[src/rtl/pin_irq_pkg.sv]
package pin_irq_pkg;

    // Register selector of the configuration write port
    typedef enum logic [1:0] {
        SEL_KIND = 2'd0,
        SEL_POL  = 2'd1,
        SEL_EN   = 2'd2,
        SEL_ACK  = 2'd3
    } cfg_sel_e;

endpackage

[src/rtl/pin_sync.sv]
module pin_sync #(
    parameter int WIDTH = 8
) (
    input  logic             clk,
    input  logic             rst_n,
    input  logic [WIDTH-1:0] async_i,
    output logic [WIDTH-1:0] sync_o
);

    typedef struct packed {
        logic [WIDTH-1:0] meta;
        logic [WIDTH-1:0] stable;
    } sync_t;

    sync_t stage_d, stage_q;

    always_comb begin
        stage_d        = stage_q;
        stage_d.meta   = async_i;
        stage_d.stable = stage_q.meta;
    end

    always_ff @(posedge clk or negedge rst_n) begin
        if (!rst_n) begin
            stage_q <= '0;
        end else begin
            stage_q <= stage_d;
        end
    end

    assign sync_o = stage_q.stable;

endmodule

[src/rtl/port_detect.sv]
module port_detect
    import pin_irq_pkg::*;
#(
    parameter int PINS = 8
) (
    input  logic            clk,
    input  logic            rst_n,
    input  logic [PINS-1:0] sync_i,
    input  logic            we_i,
    input  cfg_sel_e        sel_i,
    input  logic [PINS-1:0] wdata_i,
    output logic [PINS-1:0] status_o
);

    typedef struct packed {
        logic [PINS-1:0] edge_mode;  // 1 = transition, 0 = level
        logic [PINS-1:0] pol;        // 1 = high / rising
        logic [PINS-1:0] en;
        logic [PINS-1:0] latch;      // captured transitions
        logic [PINS-1:0] prev;       // previous synchronised sample
    } port_state_t;

    port_state_t st_d, st_q;

    logic [PINS-1:0] rise_w, fall_w, hit_w, ack_w, level_w;

    always_comb begin
        st_d    = st_q;
        rise_w  = sync_i & ~st_q.prev;
        fall_w  = ~sync_i & st_q.prev;
        hit_w   = st_q.en & st_q.edge_mode &
                  ((st_q.pol & rise_w) | (~st_q.pol & fall_w));
        ack_w   = '0;
        level_w = ~st_q.edge_mode & ~(sync_i ^ st_q.pol);

        st_d.prev = sync_i;
        if (we_i) begin
            unique case (sel_i)
                SEL_KIND: st_d.edge_mode = wdata_i;
                SEL_POL:  st_d.pol       = wdata_i;
                SEL_EN:   st_d.en        = wdata_i;
                SEL_ACK:  ack_w          = wdata_i;
                default:  ;
            endcase
        end
        // a new event wins over an acknowledge on the same edge;
        // disabled or level-mode pins hold no latch
        st_d.latch = ((st_q.latch & ~ack_w) | hit_w) & st_d.en & st_d.edge_mode;
    end

    always_ff @(posedge clk or negedge rst_n) begin
        if (!rst_n) begin
            st_q <= '0;
        end else begin
            st_q <= st_d;
        end
    end

    assign status_o = st_q.en & ((st_q.edge_mode & st_q.latch) | level_w);

    a_r7_status_needs_enable: assert property (@(posedge clk) disable iff (!rst_n)
        ((status_o & ~st_q.en) == '0));

    a_r7_no_latch_while_disabled: assert property (@(posedge clk) disable iff (!rst_n)
        ((st_q.latch & ~$past(st_q.en)) == '0));

    a_r5_latch_needs_transition: assert property (@(posedge clk) disable iff (!rst_n)
        ((st_q.latch & ~$past(st_q.latch) & ~$past(sync_i ^ st_q.prev)) == '0));

    a_r6_ack_clears_quiet_pins: assert property (@(posedge clk) disable iff (!rst_n)
        (we_i && sel_i == SEL_ACK) |=>
        ((st_q.latch & $past(wdata_i & ~(sync_i ^ st_q.prev))) == '0));

endmodule

[src/rtl/pin_event_irq.sv]
module pin_event_irq
    import pin_irq_pkg::*;
#(
    parameter int PORTS  = 3,
    parameter int PINS   = 8,
    parameter int PORT_W = (PORTS > 1) ? $clog2(PORTS) : 1
) (
    input  logic                  clk,
    input  logic                  rst_n,
    input  logic [PORTS*PINS-1:0] pins_i,
    input  logic                  cfg_we_i,
    input  logic [PORT_W-1:0]     cfg_port_i,
    input  logic [1:0]            cfg_sel_i,
    input  logic [PINS-1:0]       cfg_data_i,
    input  logic [PORT_W-1:0]     stat_port_i,
    output logic [PINS-1:0]       stat_data_o,
    output logic                  irq_shared_o,
    output logic [PINS-1:0]       irq_pin_o
);

    localparam int LINES       = PORTS * PINS;
    localparam int DIRECT_PORT = PORTS - 1;

    logic [LINES-1:0] sync_w;
    logic [PINS-1:0]  status_w [PORTS];
    logic [PORTS-1:0] port_we_w;

    pin_sync #(.WIDTH(LINES)) u_sync (
        .clk     (clk),
        .rst_n   (rst_n),
        .async_i (pins_i),
        .sync_o  (sync_w)
    );

    for (genvar g = 0; g < PORTS; g++) begin : g_port
        assign port_we_w[g] = cfg_we_i && (cfg_port_i == PORT_W'(g));

        port_detect #(.PINS(PINS)) u_port (
            .clk      (clk),
            .rst_n    (rst_n),
            .sync_i   (sync_w[g*PINS +: PINS]),
            .we_i     (port_we_w[g]),
            .sel_i    (cfg_sel_e'(cfg_sel_i)),
            .wdata_i  (cfg_data_i),
            .status_o (status_w[g])
        );
    end

    always_comb begin
        stat_data_o  = '0;
        irq_shared_o = 1'b0;
        for (int i = 0; i < PORTS; i++) begin
            if (stat_port_i == PORT_W'(i)) begin
                stat_data_o = status_w[i];
            end
            if (i != DIRECT_PORT) begin
                irq_shared_o = irq_shared_o | (|status_w[i]);
            end
        end
        irq_pin_o = status_w[DIRECT_PORT];
    end

endmodule

[config.mk]
export PLATFORM = sky130hd
export DESIGN_NAME = pin_event_irq
export DESIGN_NICKNAME = d
export VERILOG_FILES = /design/src/rtl/pin_irq_pkg.sv /design/src/rtl/pin_sync.sv /design/src/rtl/port_detect.sv /design/src/rtl/pin_event_irq.sv
export SDC_FILE = /design/constraint.sdc
export NUM_CORES = 1
export LEC_CHECK = 0
export BUFFER_PORTS_ARGS = -buffer_cell sky130_fd_sc_hd__buf_4
export CAP_MARGIN = 20
export CORE_UTILIZATION = 48
export CTS_CLUSTER_SIZE = 30
export DETAILED_ROUTE_END_ITERATION = 12
export PLACE_DENSITY = 0.66
export SKIP_CTS_REPAIR_TIMING = 1
export SLEW_MARGIN = 0
export SYNTH_ARGS = -nofsm -noshare
export SYNTH_HDL_FRONTEND = slang
export SYNTH_SLANG_ARGS = --single-unit
export TNS_END_PERCENT = 10
[constraint.sdc]
create_clock -name clk -period 2.86 [get_ports clk]
set_clock_uncertainty 0.2 [all_clocks]
set_input_delay 0.572 -clock clk [delete_from_list [all_inputs] [get_ports clk]]
set_output_delay 0.572 -clock clk [all_outputs]
set_load 0.01 [all_outputs]
==> out/metrics.csv, run 1 <==
stage,metric,value,unit
floorplan,io_pins,58,
global_routing,grt_max_degree,63,
worst_setup_path,worst_ep_required_time,2.09,ns
synthesis,ys_seq_area_frac,0.6050,
drt,vias_per_cell,5.502,
final_layout,area_growth,18.35,%
synthesis,syn_inst,553,
synthesis,yosysTopAreaCellShare,0.6050,
timing,slew_violations,0,
worst_setup_path,crit_fanout,4,
floorplan,fp.dieH,122.3,um
floorplan,num_rows,43,
power,cellPowerDensity,741.4,nW/um^2
timing,slew_headroom,0.6169,
synthesis,ys_seq_elements,168,
drt,postRouteAntennaNets,0,
floorplan,core_area,13990,um^2
final_layout,layout.cells.non_filler,813,
timing,finalCriticalPeriod,2.765,ns
synthesis,syn_nets,594,
global_routing,antenna_found_initial,0,
timing,setup_violations,0,
final_layout,drive_gt1_frac,0.2859,
hold_path,hold_path.class,in -> reg,
worst_setup_path,worstPathArrival,1.99,ns
clock_tree,cts_made_buffers,17,
drt,vias,4473,
global_routing,grt_usage,0.2107,
run,max_cap_viol_count,0,
synthesis,synth.distinct_cells,30,
clock_tree,clk_path_buf_depth,2,
global_routing,grt_pass1_vias,4623,
drt,wl_per_cell,17.79,um
floorplan,start_util,0.4968,
clock_tree,clk_pin_slew,0.06,ns
synthesis,syn_area_per_cell,12.57,um^2
timing,finalCritPeriodShare,0.9669,
drt,drcViolationCount,0,
floorplan,dieArea,14960,um^2
timing,worst-slew-pin-transition,0.5729,ns
synthesis,synth_area_leaders,"dfrtp_1, mux2_2, mux2_1",
worst_setup_path,end_kind,output port,
power,p_leak,3.839,nW
final_layout,finalNetCount,662,
placement,portBuffers,57,
global_routing,grt-ovfl-total,0,
placement,hpwl,10130,um
synthesis,synth_top_cell_by_area,dfrtp_1,
clock_tree,cts_tree,yes,
status,status,"complete, no violations",
worst_setup_path,r2r_slack,1.40,ns
clock_tree,clock-sinks,168,
final_layout,num_antenna_cells,0,
timing,tns,0,ns
floorplan,fp.dieW,122.3,um
worst_setup_path,start_kind,flop,
power,ir_drop,0.4780,mV
placement,dp_cells,781,
drt,drt_wl_total,14460,um
clock_tree,cts_root_buf,clkbuf_16,
global_routing,grt_pass1_wl,23440,um
synthesis,syn_area,6949,um^2
timing,max_clock_freq,361.6,MHz
clock_tree,clkLatencyLatePin,0.42,ns
timing,finalHoldViolCount,0,
timing,rsz0062_at_grt,no,
worst_setup_path,path_class,reg -> out,
synthesis,synth_warnings,0,
final_layout,fin_util,0.5879,
drt,dr.pass1.iters,4,
placement,gp_congestion,0.7911,
drt,first_iter_violations,281,
clock_tree,htree_levels,4,
[cell usage in the layout (no fill, tap or decap), types with 9 or more instances in the layout]
master     instances
a31o_2            16
a31oi_1           16
and2_1             9
and3_1            24
buf_4             67
clkbuf_16         17
dfrtp_1          168
inv_1             24
mux2_1            19
mux2_2            52
mux2i_1           16
nand2_1           24
nand2b_1          33
nand3_1           24
o21ai_0           24
o22ai_1           24
xor2_1            16
[state kept, by name (all words and copies together) (netlist names)]
signal	cells
u_sync.stage_d	24
u_sync.sync_o	24
g_port.u_port.st_q	120
[cells in the mapped netlist]
master and number:
a21oi_1 8, a31o_2 16, a31oi_1 16, a32o_1 8, and2_1 9, and3_1 24, and3b_1 6, buf_1 1
buf_2 7, buf_4 4, clkbuf_1 9, dfrtp_1 168, inv_1 24, mux2_1 19, mux2_2 52, mux2_4 1
mux2i_1 16, nand2_1 24, nand2_2 3, nand2b_1 33, nand3_1 24, nand3b_1 2, nand4_1 1, nor2_1 1
nor3b_2 1, nor4_1 4, o21ai_0 24, o22ai_1 24, or2_2 8, xor2_1 16
[per-stage QoR]
stage          setup slack, ns  hold slack, ns  total power, mW  area, um^2
6_report               0.09460         0.05258            6.098        8224
5_1_grt                0.01103         0.03456            6.398        8224
4_1_cts                0.06465        -0.05819            6.157        8208
3_5_place_dp            0.4662          0.1379            3.843        7606
3_3_place_gp            0.4734          0.1319            3.785        7606
2_1_floorplan           0.7617         0.07641            3.477        6949
[power by group]
part | leakage [nW] | switching (mW) | internal (mW)
sequential | 2.06 | 0.250 | 2.67
clock | 0.294 | 0.878 | 1.42
combinational | 1.49 | 0.417 | 0.462
[final timing paths]
| check | from | to | cells past startpoint |
|---|---|---|---|
| worst max-delay path | u_sync.sync_o[5]$_DFF_PN0_ | irq_shared_o | 5 |
| worst max register to register | u_sync.sync_o[19]$_DFF_PN0_ | g_port[2].u_port.st_q[11]$_DFF_PN0_ | 4 |
| worst min-delay path | pins_i[15] | u_sync.stage_d[15]$_DFF_PN0_ | 1 |
| worst min register to register | u_sync.stage_d[22]$_DFF_PN0_ | u_sync.sync_o[22]$_DFF_PN0_ | 0 |
| max in group asynchronous | rst_n | g_port[2].u_port.st_q[25]$_DFFE_PN0P_ | 3 |
| min in group asynchronous | rst_n | u_sync.sync_o[4]$_DFF_PN0_ | 2 |
[final cells by class]
type	count	area, um^2
clock buffers	24	511.7
multi-input cells	340	2559
repair buffers	70	544.3
flip-flops and latches	168	4204
clock inverters	7	90.09
well taps	180	225.2
inverters	24	90.09
fillers	1161	5764
[worst max-delay path, stage by stage (launching register included)]
cell and delay [ns]:
dfrtp_1 0.42, xor2_1 0.19, o21ai_0 0.19, nor4_1 0.38
nand4_1 0.20, buf_4 0.19
[logic make-up after synthesis]
| logic type | share of synthesized area |
|---|---|
| flip-flops | 0.6050 |
| buffers and inverters | 0.02773 |
| AO/OA/AOI/OAI | 0.09075 |
| multiplexers | 0.1403 |
| XOR/XNOR | 0.02017 |
| AND/OR/NAND/NOR | 0.1161 |
[metal layers]
metal  vias to the layer above  track usage  wire [um]
met4                         0      0.07241        184
met5                         -            0          0
met2                        72       0.3536       7344
li1                       2121            -          -
met3                        13      0.04879        564
met1                      2267       0.2676       6368
Note: power is estimated with default switching activity, not from simulation.
==> run 2: changes to the inputs <==
--- a/config.mk
+++ b/config.mk
@@ -10,7 +10,7 @@
 export CORE_UTILIZATION = 48
 export CTS_CLUSTER_SIZE = 30
 export DETAILED_ROUTE_END_ITERATION = 12
-export PLACE_DENSITY = 0.66
+export PLACE_DENSITY = 0.72
 export SKIP_CTS_REPAIR_TIMING = 1
 export SLEW_MARGIN = 0
 export SYNTH_ARGS = -nofsm -noshare
==> run 2 against run 1 <==
Fmax is 1.9% lower. Sequential cell count did not move. Register-to-register slack worse by 0.04 ns. Combinational power increased by 2.4%. Global-route usage shrank 0.25 points. Worst hold slack lost 0.0042 ns. Core utilization increased by 0.59 points. Sequential share of layout area fell by 0.49 points. Design area increased by 1.0%. Clock-buffer cell count decreased by 4. Total power rose by 3.8%. Largest cell class unchanged. Largest power group unchanged.
==> out/metrics.csv, run 2 (synthesized netlist as in run 1, its figures left out) <==
stage,metric,value,unit
timing,slew_headroom,0.6138,
worst_setup_path,worstPathArrival,2.05,ns
floorplan,fp.dieH,122.3,um
final_layout,final_cell_mix,"dfrtp_1, buf_4, mux2_2, nand2b_1",
floorplan,num_rows,43,
clock_tree,cts_root_buf,clkbuf_16,
clock_tree,cts_made_buffers,17,
power,p_leak,3.877,nW
status,status,"complete, no violations",
global_routing,grt_max_degree,61,
placement,pre_cts_ws,0.3344,ns
floorplan,io_pins,58,
drt,drt_wl_total,14390,um
timing,worst_slack,0.04138,ns
timing,rsz0062_at_grt,no,
clock_tree,clock-sinks,168,
drt,vias_per_cell,5.625,
drt,vias,4573,
global_routing,grt_pass1_vias,4565,
power,power,6.328,mW
worst_setup_path,path_class,reg -> out,
clock_tree,clk_pin_slew,0.06,ns
drt,drcViolationCount,0,
clock_tree,clk_path_buf_depth,2,
worst_setup_path,start_kind,flop,
final_layout,layout_commonest_cell,dfrtp_1,
worst_setup_path,worst_ep_required_time,2.09,ns
floorplan,dieArea,14960,um^2
global_routing,antenna_found_initial,0,
timing,finalHoldViolCount,0,
drt,first_iter_violations,412,
timing,finalCriticalPeriod,2.819,ns
final_layout,drive_gt1_frac,0.2907,
floorplan,core_area,13990,um^2
clock_tree,htree_levels,4,
timing,slew_violations,0,
final_layout,largest_reg_flops,120,
final_layout,finalNetCount,662,
clock_tree,cts_tree,yes,
final_layout,area_growth,19.54,%
final_layout,num_antenna_cells,0,
clock_tree,clkLatencyLatePin,0.42,ns
drt,dr.pass1.iters,5,
placement,gp_congestion,0.7947,
timing,finalCritPeriodShare,0.9855,
final_layout,top_register,g_port.u_port.st_q,
floorplan,start_util,0.4968,
placement,hpwl,10010,um
power,cellPowerDensity,761.8,nW/um^2
hold_path,hold_path.class,in -> reg,
timing,max_clock_freq,354.8,MHz
global_routing,grt-ovfl-total,0,
placement,portBuffers,57,
power,ir_drop,0.4425,mV
run,max_cap_viol_count,0,
global_routing,grt_pass1_wl,23190,um
worst_setup_path,end_kind,output port,
timing,setup_violations,0,
worst_setup_path,crit_fanout,4,
timing,worst-slew-pin-transition,0.5776,ns
drt,wl_per_cell,17.70,um
floorplan,fp.dieW,122.3,um
drt,postRouteAntennaNets,0,
global_routing,grt_usage,0.2082,
==> run 2: cell types whose count changed in the layout (fill, tap and decap cells not counted), moves of 2 or more <==
cell and change:
o21ai_1 +3, clkinv_4 +3, clkbuf_8 -4, bufinv_16 +3
clkinvlp_4 -2, o21ai_0 -4
==> run 2: per-layer routing <==
| metal | vias up | routed length (um) | GRT usage |
|---|---|---|---|
| met4 | 0 | 197 | 0.07165 |
| met1 | 2310 | 6305 | 0.2798 |
| met2 | 124 | 7061 | 0.3272 |
| li1 | 2118 | - | - |
| met5 | - | 0 | 0 |
| met3 | 21 | 827 | 0.05437 |
==> run 2: critical path, cell delays in order, from the launching register on <==
cell	delay [ns]
dfrtp_2	0.44
xor2_1	0.16
o21ai_0	0.16
nor4_2	0.36
nand4_1	0.28
buf_4	0.23
==> run 2: final cells by class <==
type,count,area [um^2]
Sequential cell,168,4205
Clock inverter,11,195.2
Multi-Input combinational cell,340,2577
Timing Repair Buffer,70,556.8
Inverter,24,90.09
Fill cell,1160,5682
Clock buffer,20,456.7
Tap cell,180,225.2
==> run 2: final timing paths <==
kind	slack, ns	cells after the start	to	start
max	0.04	5	irq_shared_o	u_sync.sync_o[6]$_DFF_PN0_
min	0.05	1	u_sync.stage_d[15]$_DFF_PN0_	pins_i[15]
min reg2reg	0.15	0	u_sync.sync_o[23]$_DFF_PN0_	u_sync.stage_d[23]$_DFF_PN0_
min in group asynchronous	0.50	2	g_port[1].u_port.st_q[20]$_DFF_PN0_	rst_n
max reg2reg	1.36	4	g_port[2].u_port.st_q[10]$_DFF_PN0_	u_sync.sync_o[18]$_DFF_PN0_
max in group asynchronous	1.24	3	g_port[0].u_port.st_q[12]$_DFF_PN0_	rst_n
==> run 2: through the flow <==
step           TNS (ns)  hold WS [ns]  instance area (um^2)  std cells    util
6_report              0       0.04836                  8307        813  0.5938
5_1_grt               0       0.03259                  8307        813  0.5938
4_1_cts        -0.02579      -0.05193                  8270        812  0.5912
3_5_place_dp          0        0.1347                  7619        781  0.5446
3_3_place_gp          0        0.1321                  7619        781  0.5446
2_1_floorplan         0       0.07641                  6949        553       -
==> run 2: power breakdown <==
part           total, mW  internal, mW  switching [mW]
Clock               2.50          1.59           0.908
Sequential          2.93          2.67           0.252
Combinational      0.900         0.471           0.429
==> run 3: changes to the inputs <==
--- a/config.mk
+++ b/config.mk
@@ -7,10 +7,11 @@
 export LEC_CHECK = 0
 export BUFFER_PORTS_ARGS = -buffer_cell sky130_fd_sc_hd__buf_4
 export CAP_MARGIN = 20
-export CORE_UTILIZATION = 48
+export CORE_UTILIZATION = 35
 export CTS_CLUSTER_SIZE = 30
 export DETAILED_ROUTE_END_ITERATION = 12
-export PLACE_DENSITY = 0.72
+export MAX_ROUTING_LAYER = met4
+export PLACE_DENSITY = 0.57
 export SKIP_CTS_REPAIR_TIMING = 1
 export SLEW_MARGIN = 0
 export SYNTH_ARGS = -nofsm -noshare
==> run 3 against run 2 <==
Largest power group unchanged. Critical path depth is the same. Total power shrank 5.0%. Largest cell class unchanged. Clock power shrank 14%. Setup slack gained 0.095 ns.
==> out/metrics.csv, run 3 (synthesized netlist as in run 1, its figures left out) <==
stage,metric,value,unit
worst_setup_path,slowest_delay,0.42,ns
drt,wl_per_cell,17.20,um
final_layout,num_antenna_cells,0,
clock_tree,cts_root_buf,clkbuf_16,
clock_tree,cts_made_buffers,17,
final_layout,final_cell_area,8361,um^2
global_routing,antenna_found_initial,0,
drt,postRouteAntennaNets,0,
worst_setup_path,worst_ep_required_time,2.09,ns
drt,vias,4509,
timing,finalCritPeriodShare,0.9523,
timing,finalHoldViolCount,0,
power,p_seq_frac,0.487,
status,status,"complete, no violations",
timing,whs,0.05469,ns
final_layout,fin_util,0.4296,
final_layout,final_cell_mix,"dfrtp_1, buf_4, mux2_2, nand2b_1",
worst_setup_path,crit_family,compound AO/OA/AOI/OAI gates,
clock_tree,clk_path_buf_depth,2,
power,switching_share,0.2627,
global_routing,grt_pass1_wl,25170,um
power,power,6.013,mW
timing,max_clock_freq,367.1,MHz
timing,slew_violations,0,
hold_path,worstHoldEndpoint,u_sync.stage_d[9]$_DFF_PN0_,
clock_tree,htree_levels,4,
timing,rsz0062_at_grt,no,
placement,post_dp_cell_area,7742,um^2
global_routing,grt_pass1_vias,4786,
drt,drcViolationCount,0,
worst_setup_path,crit_fanout,3,
run,max_cap_viol_count,0,
clock_tree,clock-sinks,168,
power,clkPwrFrac,0.359,
final_layout,finalNetCount,662,
worst_setup_path,cpMaxStageDelayCell,dfrtp_1,
hold_path,hp-start,pins_i[9],
timing,tns,0,ns
worst_setup_path,crit_buf_inv,1,
clock_tree,clk_pin_slew,0.06,ns
floorplan,fp.dieW,142.9,um
power,comb_power_share,0.154,
global_routing,grt_max_degree,54,
drt,dr.pass1.iters,4,
power,ir_drop,0.3458,mV
worst_setup_path,r2r_end,g_port[2].u_port.st_q[11]$_DFF_PN0_,
worst_setup_path,start_kind,flop,
global_routing,grt-ovfl-total,0,
hold_path,hold_path.class,in -> reg,
floorplan,core_area,19460,um^2
global_routing,grt_usage,0.1711,
worst_setup_path,worstPathArrival,1.95,ns
floorplan,start_util,0.3571,
worst_setup_path,r2r_slack,1.35,ns
floorplan,fp.dieH,142.9,um
worst_setup_path,rr_startpoint,u_sync.sync_o[19]$_DFF_PN0_,
floorplan,num_rows,51,
final_layout,area_growth,20.31,%
drt,first_iter_violations,226,
floorplan,io_pins,58,
power,power_switching,1.580,mW
final_layout,top_register,g_port.u_port.st_q,
worst_setup_path,crit_path_cell_trace,"or2_2, a21oi_1, o21ai_0, o22ai_1, buf_4",
power,cellPowerDensity,719.3,nW/um^2
drt,vias_per_cell,5.027,
hold_path,whs_path_depth,1,
placement,hpwl,10820,um
power,p_int,4.433,mW
timing,slew_headroom,0.5599,
floorplan,dieArea,20420,um^2
placement,portBuffers,57,
worst_setup_path,end_kind,output port,
timing,worst-slew-pin-transition,0.6582,ns
clock_tree,clkLatencyLatePin,0.42,ns
drt,drt_wl_total,15430,um
worst_setup_path,r2r.worst_path.cells,4,
worst_setup_path,path_class,reg -> out,
final_layout,drive_gt1_frac,0.2911,
final_layout,largest_reg_flops,120,
timing,setup_violations,0,
timing,finalCriticalPeriod,2.724,ns
clock_tree,cts_tree,yes,
final_layout,layout_commonest_cell,dfrtp_1,
placement,gp_congestion,0.8296,
power,p_leak,3.834,nW
[run 3: changes by cell type in the layout (fill, tap and decap cells not counted), moves of 2 or more]
cell        delta
buf_12         +2
buf_4          -2
bufinv_16      -4
clkbuf_8       +2
clkinv_4       -3
clkinvlp_4     +4
o21ai_0        -5
o21ai_1        +3
o21ai_2        +2
[run 3: worst register-to-register path: cells and delay by family (launching register included)]
family          cells  cell delay (ns)
compound gates      1             0.19
flops               1             0.42
simple gates        2             0.47
mux                 1             0.17
[run 3: layout make-up]
cell class	instances	area, um^2
clock buffers	23	488.0
clock inverters	7	70.07
fillers	1798	11100
inverters	24	90.09
multi-input cells	340	2594
flip-flops and latches	168	4205
well taps	265	331.6
repair buffers	70	581.8
[run 3: power by group through the flow]
stage	Clock, mW	Combinational [mW]	Sequential (mW)
global route	2.34	1.03	2.98
CTS	2.23	0.896	2.93
detailed placement	0	0.891	2.97
finish	2.16	0.925	2.93
floorplan	0	0.579	2.90
global placement	0	0.859	2.94
[run 3: through the flow]
stage                     setup slack, ns  instances
final                              0.1363        897
after global routing              0.01169        897
after CTS                         -0.1361        895
after floorplan                    0.7617        553
after global placement             0.3300        865
after detailed placement           0.3472        865
[run 3: worst max path at each step]
stage | start | end | slack (ns) | depth (start not counted)
finish | u_sync.sync_o[19]$_DFF_PN0_ | stat_data_o[3] | 0.14 | 5
global route | u_sync.sync_o[6]$_DFF_PN0_ | irq_shared_o | 0.01 | 5
CTS | u_sync.sync_o[12]$_DFF_PN0_ | irq_shared_o | -0.14 | 5
detailed placement | u_sync.sync_o[12]$_DFF_PN0_ | irq_shared_o | 0.35 | 5
global placement | u_sync.sync_o[12]$_DFF_PN0_ | irq_shared_o | 0.33 | 5
floorplan | stat_port_i[0] | stat_data_o[7] | 0.76 | 4
[run 3: routing by layer]
layer  GRT usage  vias up  part of all wire
met5           -        -                 0
met4     0.04810        0             0.015
met3     0.05265       15             0.054
met2      0.2660      105              0.48
met1      0.2150     2271              0.45
li1            -     2118                 -
